### src/rtl/dualoct_pkg.sv
package dualoct_pkg;

    // Width of a counter that indexes n positions (at least one bit).
    function automatic int idx_width(input int n);
        return (n > 1) ? $clog2(n) : 1;
    endfunction

endpackage

### src/rtl/dualoct_lane_check.sv
// Splits a group of 9-bit lanes into data bytes, received parity bits and
// per-lane odd-parity failures.
module dualoct_lane_check #(
    parameter int LANE_W = 8,
    parameter int LANES  = 4
) (
    input  logic [LANES*(LANE_W+1)-1:0] beats,
    output logic [LANES*LANE_W-1:0]     data,
    output logic [LANES-1:0]            par,
    output logic [LANES-1:0]            bad
);
    localparam int FIELD_W = LANE_W + 1;

    for (genvar l = 0; l < LANES; l++) begin : g_lane
        logic [FIELD_W-1:0] field;
        assign field                      = beats[l*FIELD_W +: FIELD_W];
        assign data[l*LANE_W +: LANE_W]   = field[LANE_W-1:0];
        assign par[l]                     = field[LANE_W];
        assign bad[l]                     = ~(^field);
    end
endmodule

### src/rtl/dualoct_lane_gen.sv
// Builds 9-bit lanes (byte plus odd-parity bit) from a group of bytes.
module dualoct_lane_gen #(
    parameter int LANE_W = 8,
    parameter int LANES  = 4
) (
    input  logic [LANES*LANE_W-1:0]     data,
    output logic [LANES*(LANE_W+1)-1:0] beats
);
    localparam int FIELD_W = LANE_W + 1;

    for (genvar l = 0; l < LANES; l++) begin : g_lane
        logic [LANE_W-1:0] byte_v;
        assign byte_v                         = data[l*LANE_W +: LANE_W];
        assign beats[l*FIELD_W +: FIELD_W]    = {~(^byte_v), byte_v};
    end
endmodule

### src/rtl/dualoct_wr_pack.sv
// Write path: collects beat pairs of a burst into one dualoct.
module dualoct_wr_pack #(
    parameter int LANE_W         = 8,
    parameter int LANES_PER_BEAT = 2,
    parameter int BEATS_PER_CLK  = 2,
    parameter int CLKS_PER_BURST = 4
) (
    input  logic clk,
    input  logic rst_n,
    input  logic start,
    input  logic valid,
    input  logic [BEATS_PER_CLK*LANES_PER_BEAT*(LANE_W+1)-1:0] beats,
    output logic out_valid,
    output logic [LANE_W*LANES_PER_BEAT*BEATS_PER_CLK*CLKS_PER_BURST-1:0] out_data,
    output logic [LANES_PER_BEAT*BEATS_PER_CLK*CLKS_PER_BURST-1:0]        out_par,
    output logic out_err
);
    localparam int LANES_CLK = LANES_PER_BEAT * BEATS_PER_CLK;
    localparam int SLICE_W   = LANE_W * LANES_CLK;
    localparam int WORD_W    = SLICE_W * CLKS_PER_BURST;
    localparam int PAR_W     = LANES_CLK * CLKS_PER_BURST;
    localparam int CNT_W     = dualoct_pkg::idx_width(CLKS_PER_BURST);
    localparam logic [CNT_W-1:0] LAST = CNT_W'(CLKS_PER_BURST - 1);

    typedef struct packed {
        logic              open;
        logic [CNT_W-1:0]  cnt;
        logic [WORD_W-1:0] acc;
        logic [PAR_W-1:0]  par;
        logic              err;
        logic              done;
    } wr_state_t;

    wr_state_t st_d, st_q;

    logic [SLICE_W-1:0]   dec_data;
    logic [LANES_CLK-1:0] dec_par;
    logic [LANES_CLK-1:0] dec_bad;
    logic                 capture;
    logic [CNT_W-1:0]     idx;

    dualoct_lane_check #(
        .LANE_W (LANE_W),
        .LANES  (LANES_CLK)
    ) u_check (
        .beats (beats),
        .data  (dec_data),
        .par   (dec_par),
        .bad   (dec_bad)
    );

    always_comb begin
        st_d      = st_q;
        st_d.done = 1'b0;
        capture   = 1'b0;
        idx       = st_q.cnt;
        if (valid && start) begin
            capture  = 1'b1;
            idx      = '0;
            st_d.err = 1'b0;
        end else if (valid && st_q.open) begin
            capture = 1'b1;
        end
        if (capture) begin
            st_d.acc[int'(idx)*SLICE_W +: SLICE_W]   = dec_data;
            st_d.par[int'(idx)*LANES_CLK +: LANES_CLK] = dec_par;
            st_d.err = st_d.err | (|dec_bad);
            if (idx == LAST) begin
                st_d.open = 1'b0;
                st_d.cnt  = '0;
                st_d.done = 1'b1;
            end else begin
                st_d.open = 1'b1;
                st_d.cnt  = idx + CNT_W'(1);
            end
        end
    end

    always_ff @(posedge clk) begin
        if (!rst_n) begin
            st_q <= '0;
        end else begin
            st_q <= st_d;
        end
    end

    assign out_valid = st_q.done;
    assign out_data  = st_q.acc;
    assign out_par   = st_q.par;
    assign out_err   = st_q.err;
endmodule

### src/rtl/dualoct_rd_serial.sv
// Read path: accepts a dualoct and emits it as beat pairs with parity.
module dualoct_rd_serial #(
    parameter int LANE_W         = 8,
    parameter int LANES_PER_BEAT = 2,
    parameter int BEATS_PER_CLK  = 2,
    parameter int CLKS_PER_BURST = 4
) (
    input  logic clk,
    input  logic rst_n,
    input  logic in_valid,
    output logic in_ready,
    input  logic [LANE_W*LANES_PER_BEAT*BEATS_PER_CLK*CLKS_PER_BURST-1:0] in_data,
    output logic beat_valid,
    output logic first,
    output logic [BEATS_PER_CLK*LANES_PER_BEAT*(LANE_W+1)-1:0] beats
);
    localparam int LANES_CLK = LANES_PER_BEAT * BEATS_PER_CLK;
    localparam int SLICE_W   = LANE_W * LANES_CLK;
    localparam int WORD_W    = SLICE_W * CLKS_PER_BURST;
    localparam int CLK_W     = LANES_CLK * (LANE_W + 1);
    localparam int CNT_W     = dualoct_pkg::idx_width(CLKS_PER_BURST);
    localparam logic [CNT_W-1:0] LAST = CNT_W'(CLKS_PER_BURST - 1);

    typedef struct packed {
        logic              active;
        logic [CNT_W-1:0]  cnt;
        logic [WORD_W-1:0] word;
    } rd_state_t;

    rd_state_t st_d, st_q;

    logic [SLICE_W-1:0] slice;
    logic [CLK_W-1:0]   enc;

    assign in_ready = !st_q.active || (st_q.cnt == LAST);

    always_comb begin
        st_d = st_q;
        if (st_q.active) begin
            if (st_q.cnt == LAST) begin
                st_d.active = 1'b0;
                st_d.cnt    = '0;
            end else begin
                st_d.cnt = st_q.cnt + CNT_W'(1);
            end
        end
        if (in_valid && in_ready) begin
            st_d.active = 1'b1;
            st_d.cnt    = '0;
            st_d.word   = in_data;
        end
    end

    always_ff @(posedge clk) begin
        if (!rst_n) begin
            st_q <= '0;
        end else begin
            st_q <= st_d;
        end
    end

    assign slice = st_q.word[int'(st_q.cnt)*SLICE_W +: SLICE_W];

    dualoct_lane_gen #(
        .LANE_W (LANE_W),
        .LANES  (LANES_CLK)
    ) u_gen (
        .data  (slice),
        .beats (enc)
    );

    assign beat_valid = st_q.active;
    assign first      = st_q.active && (st_q.cnt == '0);
    assign beats      = st_q.active ? enc : '0;
endmodule

### src/rtl/dualoct_codec.sv
module dualoct_codec #(
    parameter int LANE_W         = 8,
    parameter int LANES_PER_BEAT = 2,
    parameter int BEATS_PER_CLK  = 2,
    parameter int CLKS_PER_BURST = 4,
    localparam int CLK_W  = BEATS_PER_CLK * LANES_PER_BEAT * (LANE_W + 1),
    localparam int WORD_W = LANE_W * LANES_PER_BEAT * BEATS_PER_CLK * CLKS_PER_BURST,
    localparam int PAR_W  = LANES_PER_BEAT * BEATS_PER_CLK * CLKS_PER_BURST
) (
    input  logic              clk,
    input  logic              rst_n,
    input  logic              wr_start,
    input  logic              wr_valid,
    input  logic [CLK_W-1:0]  wr_beats,
    output logic              dualoct_valid,
    output logic [WORD_W-1:0] dualoct_data,
    output logic [PAR_W-1:0]  dualoct_par,
    output logic              dualoct_par_err,
    input  logic              rd_valid,
    output logic              rd_ready,
    input  logic [WORD_W-1:0] rd_data,
    output logic              rd_beat_valid,
    output logic              rd_first,
    output logic [CLK_W-1:0]  rd_beats
);
    dualoct_wr_pack #(
        .LANE_W         (LANE_W),
        .LANES_PER_BEAT (LANES_PER_BEAT),
        .BEATS_PER_CLK  (BEATS_PER_CLK),
        .CLKS_PER_BURST (CLKS_PER_BURST)
    ) u_wr (
        .clk       (clk),
        .rst_n     (rst_n),
        .start     (wr_start),
        .valid     (wr_valid),
        .beats     (wr_beats),
        .out_valid (dualoct_valid),
        .out_data  (dualoct_data),
        .out_par   (dualoct_par),
        .out_err   (dualoct_par_err)
    );

    dualoct_rd_serial #(
        .LANE_W         (LANE_W),
        .LANES_PER_BEAT (LANES_PER_BEAT),
        .BEATS_PER_CLK  (BEATS_PER_CLK),
        .CLKS_PER_BURST (CLKS_PER_BURST)
    ) u_rd (
        .clk        (clk),
        .rst_n      (rst_n),
        .in_valid   (rd_valid),
        .in_ready   (rd_ready),
        .in_data    (rd_data),
        .beat_valid (rd_beat_valid),
        .first      (rd_first),
        .beats      (rd_beats)
    );
endmodule

### config.mk
export PLATFORM = sky130hd
export DESIGN_NAME = dualoct_codec
export DESIGN_NICKNAME = d
export VERILOG_FILES = /design/src/rtl/dualoct_pkg.sv /design/src/rtl/dualoct_lane_check.sv /design/src/rtl/dualoct_lane_gen.sv /design/src/rtl/dualoct_wr_pack.sv /design/src/rtl/dualoct_rd_serial.sv /design/src/rtl/dualoct_codec.sv
export SDC_FILE = /design/constraint.sdc
export NUM_CORES = 1
export LEC_CHECK = 0
export ABC_AREA = 1
export BUFFER_PORTS_ARGS = -buffer_cell sky130_fd_sc_hd__buf_4
export CELL_PAD_IN_SITES_DETAIL_PLACEMENT = 2
export CELL_PAD_IN_SITES_GLOBAL_PLACEMENT = 2
export CORE_MARGIN = 2
export CORE_UTILIZATION = 32
export CTS_CLUSTER_DIAMETER = 40
export DETAILED_ROUTE_END_ITERATION = 7
export PLACE_DENSITY = 0.94
export SLEW_MARGIN = 20
export SYNTH_ARGS = -nofsm -noshare
export SYNTH_HDL_FRONTEND = slang
export SYNTH_HIERARCHICAL = 1
export SYNTH_SLANG_ARGS = --single-unit
### constraint.sdc
create_clock -name clk -period 6.3 [get_ports clk]
set_clock_uncertainty 0.1 [all_clocks]
set_input_delay 0.315 -clock clk [delete_from_list [all_inputs] [get_ports clk]]
set_output_delay 0.315 -clock clk [all_outputs]
set_load 0.03 [all_outputs]
== After elaboration in Yosys (flattened, before gate mapping) ==
Index checks and enable logic that the tools add are counted.
Storage, ports and cells
  register bits after elaboration: 280
  bits of input ports: 169
  output and inout bits: 185
  logic and storage cells: 62
Operators by class
  add/subtract/negate cells: 4
  eq/ne operators: 2
  shifts and indexed selects: 5
  muxes and demuxes: 14
  bitwise logic cells: 10
  reductions and logical operators: 18
Operators with widths (number)
  131-bit two-way mux: 1
  128-bit bitwise mux: 1
  32-bit by 33-bit variable shift with 128-bit output (first input constant): 1
  128-bit by 8-bit variable part select with 32-bit output: 1
  32-bit by 33-bit variable part select with 128-bit output: 1
  36-bit two-way mux: 1
  9-bit XOR reduction: 4
  4-bit negator with 33-bit output: 1
  7-bit negator with 33-bit output: 1
  4-bit by 33-bit variable shift with 16-bit output (first input constant): 1
  4-bit by 33-bit variable part select with 16-bit output: 1
  8-bit XOR reduction: 4
  16-bit bitwise mux: 1
  1-bit NOT: 9
  2-bit two-way mux: 3
  3-bit two-way mux: 2
  1-bit two-way mux: 5
  2-bit by 1-bit adder with 2-bit output (second input constant): 2
  2-bit == test (second input constant): 2
  1-bit logical AND: 4
  4-bit OR reduction: 1
  2-bit zero test: 1
  2-bit AND reduction: 1
  2-bit OR reduction: 1
  other kinds (3): 3

== Longest topological paths before layout ==
  word-level depth: 5
  depth in mapped cells: 16
  mapped depth without buffers: 14

== Cells and area by module ==
The synthesis kept the hierarchy.
By module, submodules not included
  dualoct_wr_pack: times used 1, cells an instance 1167, area an instance 8052.7 µm², seq. area each 2982.9 µm²
  dualoct_rd_serial: times used 1, cells an instance 1183, area an instance 7254.5 µm², seq. area each 2622.5 µm²
  dualoct_lane_gen: times used 1, cells an instance 180, area an instance 820.8 µm², seq. area each 0.0 µm²
  dualoct_lane_check: times used 1, cells an instance 148, area an instance 785.8 µm², seq. area each 0.0 µm²

== Least setup slack after synthesis ==
OpenSTA, ideal clock, no wires.
  kind: input -> register
  start point: input port wr_start
  end point: register u_wr.st_q, in the netlist u_wr/out_data[64]
  setup time: 0.070 ns
  data arrival time: 2.220 ns
  data required time: 6.130 ns
  slack: 3.910 ns
  stages: 14
  buffers on the path: 3
  cell sequence: nand2_2 > buf_2 > buf_2 > inv_1 > nor2_1 > inv_1 > ha_1 > inv_1 > nor2_1 > nand2_1 > inv_2 > buf_2 > nand2_1 > a21oi_1
On the way
  cells in the longest elaborated chain, start to end: 5
  elaborated cells on any way between the ends: 7
  those cells by class: add/sub (1); shift (2); mux (3); reduce/logical (1)
RTL lines
  start: declaration: line dualoct_codec.sv:12  | input logic wr_start,
  1-bit logical AND *: line dualoct_wr_pack.sv:57  | if (valid && start) begin
  2-bit two-way mux: line dualoct_wr_pack.sv:57
  7-bit negator with 33-bit output: line dualoct_wr_pack.sv:65  | st_d.acc[int'(idx)*SLICE_W +: SLICE_W] = dec_data;
  32-bit by 33-bit variable part select with 128-bit output / 32-bit by 33-bit variable shift with 128-bit output (equally long branches): line dualoct_wr_pack.sv:65
  128-bit bitwise mux: line dualoct_wr_pack.sv:65
  end signal: assignment: line dualoct_wr_pack.sv:83  | st_q <= st_d;
  end: declaration: line dualoct_wr_pack.sv:34  | wr_state_t st_d, st_q;
Every way passes the cells marked *; elsewhere a longest branch is shown, timed or not.
A chain may end at the register's enable or synchronous reset.

== Final worst setup path ==
  start point: input port wr_valid
  end point: register u_wr.st_q, in the netlist u_wr/out_data[32]
On the way
  cells in the longest elaborated chain, start to end: 5
  elaborated cells on any way between the ends: 9
  those cells by class: add/sub (1); shift (2); mux (4); reduce/logical (2)
RTL lines
  start: declaration: line dualoct_codec.sv:13  | input logic wr_valid,
  1-bit logical AND: line dualoct_wr_pack.sv:57
  2-bit two-way mux: line dualoct_wr_pack.sv:57
  7-bit negator with 33-bit output: line dualoct_wr_pack.sv:65
  32-bit by 33-bit variable part select with 128-bit output / 32-bit by 33-bit variable shift with 128-bit output (equally long branches): line dualoct_wr_pack.sv:65
  128-bit bitwise mux: line dualoct_wr_pack.sv:65
Parallel ways exist; a longest one is shown, timed or not.

==> flow_metrics.env <==
export IMPL_outcome="complete, but fails checks"
export IMPL_violations="hold timing"
export IMPL_cts_tree="built"
export IMPL_synth_area_um2=16900
export IMPL_final_cells=3512
export IMPL_power_density_nw_per_um2=322
export IMPL_synth_seq_cells=280
export IMPL_wl_um=90300
export IMPL_synth_fp_nets=2855
export IMPL_fin_crit_ns=4.71
export IMPL_holdWs_ns=-0.00865
export IMPL_cp_data_required_time_ns=6.66
export IMPL_cp_max_fo=40
export IMPL_rsz0062_at_grt="false"
export IMPL_io_pins=354
export IMPL_min_path_type="input pin to register"
export IMPL_hold_buffers=51
export IMPL_yosys_area_share_simple=0.309
export IMPL_post_cts_resized=0
export IMPL_setup_viol=0
export IMPL_cts_made_buffers=60
export IMPL_clock_sinks=280
export IMPL_ctsHtreeMaxLevel=2
export IMPL_start_util=0.323
export IMPL_synth_compound_area_share=0.118
export IMPL_grt_max_degree=169
export IMPL_leakage_nw=10.4
export IMPL_place_ws_ns=1.70
export IMPL_register_area_um2=5610
export IMPL_clockBufferDepth=3
export IMPL_synthMuxAreaShare=0
export IMPL_dp_final_hpwl_um=50300
export IMPL_synth_distinct_cells=27
export IMPL_grtUsageMet3=0.0705
export IMPL_initialDrtViolationCount=1385
export IMPL_synth_top_family_by_area="simple AND/OR/NAND/NOR gates"
export IMPL_drtAntennaViolNets=0
export IMPL_cp_start_kind="input pin"
export IMPL_post_cts_setup_buffer_count=0
export IMPL_ys_warn_count=6
export IMPL_yosys_area_top_type="dfxtp_1"
export IMPL_syn_area_per_cell_um2=6.32
export IMPL_crit_path_top_delay_cell="ha_2"
export IMPL_layout_nets=2947
export IMPL_synth_xor_area_frac=0.0104
export IMPL_root_buffer="clkbuf_16"
export IMPL_grt_overflow=0
export IMPL_grtUsageMet2=0.574
export IMPL_final_cell_area_um2=20800
export IMPL_n_fill_cell=6155
export IMPL_clk_pin_slew_ns=0.06
export IMPL_via_per_inst=5.32
export IMPL_dieArea_um2=54700
export IMPL_crit_top_cell="nor2_1"
export IMPL_num_vias=18700
export IMPL_maxSlewViolCount=0
export IMPL_grt_pass1_vias=21100
export IMPL_period_share=0.747
export IMPL_reg2reg_depth=10
export IMPL_ys_seq_area_frac=0.331
export IMPL_tightest_slew_ns=1.16
export IMPL_synth_cells=2678
export IMPL_peakVddDrop_uv=215
export IMPL_io_buffer_count=353
export IMPL_drc=0
export IMPL_die_h_um=234
export IMPL_multi_input_area_um2=7520
export IMPL_synthAdderAreaFrac=0.00592
export IMPL_dp_cells=3343
export IMPL_slowest_delay_ns=0.90
export IMPL_max_freq_mhz=213
export IMPL_hold_viol=1
export IMPL_grt_busiest_layer="met2"
export IMPL_clkLatencyLatePin_ns=0.63
export IMPL_worstPathArrival_ns=5.06
export IMPL_placed_area_um2=18000
export IMPL_drv_cap=0
export IMPL_place_congestion=0.816
export IMPL_drt_wirelength_per_cell_um=25.7
export IMPL_num_rows=84
export IMPL_yosys_top_cells_area="dfxtp_1, nand2_1, buf_4"
export IMPL_grt_pass1_wl_um=133000
export IMPL_hold_depth=5
export IMPL_path_cells="dlygate4sd3_1 -> buf_4 -> nand2_2 -> inv_1 -> nor2_1 -> inv_1 -> ha_2 -> inv_1 -> nor2_1 -> nand3_4 -> nor2_1 -> nor2_1 -> nor2_1"
export IMPL_dieWidth_um=234
export IMPL_core_area_um2=52400
export IMPL_final_setup_tns_ns=0
export IMPL_max_slew_margin=0.224
export IMPL_met1_usage=0.344
export IMPL_area_delta_synth_final_pct=23.0
export IMPL_drt_pass1_iter_count=6
export IMPL_finalWorstSetupSlack_ns=1.59
export IMPL_synth_top_area_frac=0.331
export IMPL_layout_drive_gt1_share=0.175
export IMPL_critPathKind="input pin to register"
export IMPL_grt_use_total=0.319
export IMPL_worst_setup_path_end_kind="register"
export IMPL_antenna_found_initial=4
[worst paths after layout]
kind	slack (ns)	start	to
setup / recovery	1.59	wr_valid	u_wr/out_data[32]
hold / removal	-0.009	rd_data[4]	u_rd/st_q[4]
setup reg to reg	2.50	u_wr/st_q[147]	u_wr/out_data[32]
hold reg to reg	0.38	u_rd/st_q[121]	u_rd/st_q[121]
[cell families after synthesis]
logic type      after synthesis
compound gates              346
xor+xnor                     20
fa+ha+maj                     8
buf+inv                     731
flops                       280
simple gates               1293
[synth_stat cells (all sizes together)]
cell      n
clkinv    2
nand4     3
xnor2    10
and2      3
nand3   215
ha        8
a211oi    1
dfxtp   280
o21ai    36
o211ai   32
clkbuf   56
xor2     10
a21oi   204
nand2   574
nor3     36
nor2    461
a21boi   73
inv     338
and3      1
buf     335
[critical path, delay by kind of cell]
family / cells / cell delay (ns)
buffers and inverters: 5 / 1.21
adders and majority gates: 1 / 0.90
and+or+nand+nor: 7 / 2.62
[flip-flops by register name, summed over array words and instances (netlist names)]
register	cells
u_rd/st_q	130
u_wr/st_q	3
u_wr/out_err	1
u_wr/out_par	16
u_wr/out_valid	1
u_rd/beat_valid	1
u_wr/out_data	128
[metal layers]
metal  wire length (um)  vias to the layer above
met5                 13                        -
met4               5430                        2
li1                   -                     8231
met1              33900                     9360
met2              45500                      794
met3               5450                      308
[final cells by class]
class,instances,area share
clock buffers,70,0.0779
clock inverters,43,0.0284
repair buffers,421,0.160
flip-flops and latches,280,0.270
inverters,340,0.0614
multi-input cells,1667,0.361
well taps,688,0.0414
diodes,3,0.000361
[layout by cell type, fill, tap and decap left out, types with 2 or more instances in the layout]
master         netlist  routed
and2_1               3       3
xor2_1              10      10
a21boi_0            73      73
a21oi_1            204     204
nand3_4              2       2
dlygate4sd3_1        0      52
inv_1              335     334
nand3_1            213     213
nor3_1              36      36
clkinv_2             0       9
diode_2              0       3
clkinv_4             0       6
ha_1                 8       7
bufinv_16            0      11
o211ai_1            32      32
o21ai_0             36      36
inv_6                0       9
nand2_2              3       3
inv_2                3       5
nor2_1             461     461
clkinvlp_4           0       8
clkbuf_16            0      61
xnor2_1             10      10
buf_4              235     366
clkbuf_1            56       3
nand4_1              3       3
dfxtp_1            280     279
nand2_1            569     569
clkbuf_8             0       7
[power by group]
group | internal [mW] | switching [mW]
logic | 0.357 | 0.824
clock network | 2.31 | 1.27
registers | 1.86 | 0.0809
[metrics by stage]
| step | total power, mW | util |
|---|---|---|
| finish | 6.70 | 0.397 |
| global route | 6.89 | 0.397 |
| CTS | 6.66 | 0.396 |
| detailed placement | 3.00 | 0.344 |
| global placement | 2.92 | 0.344 |
| floorplan | 2.70 | - |
(Power assumes the default switching activity.)
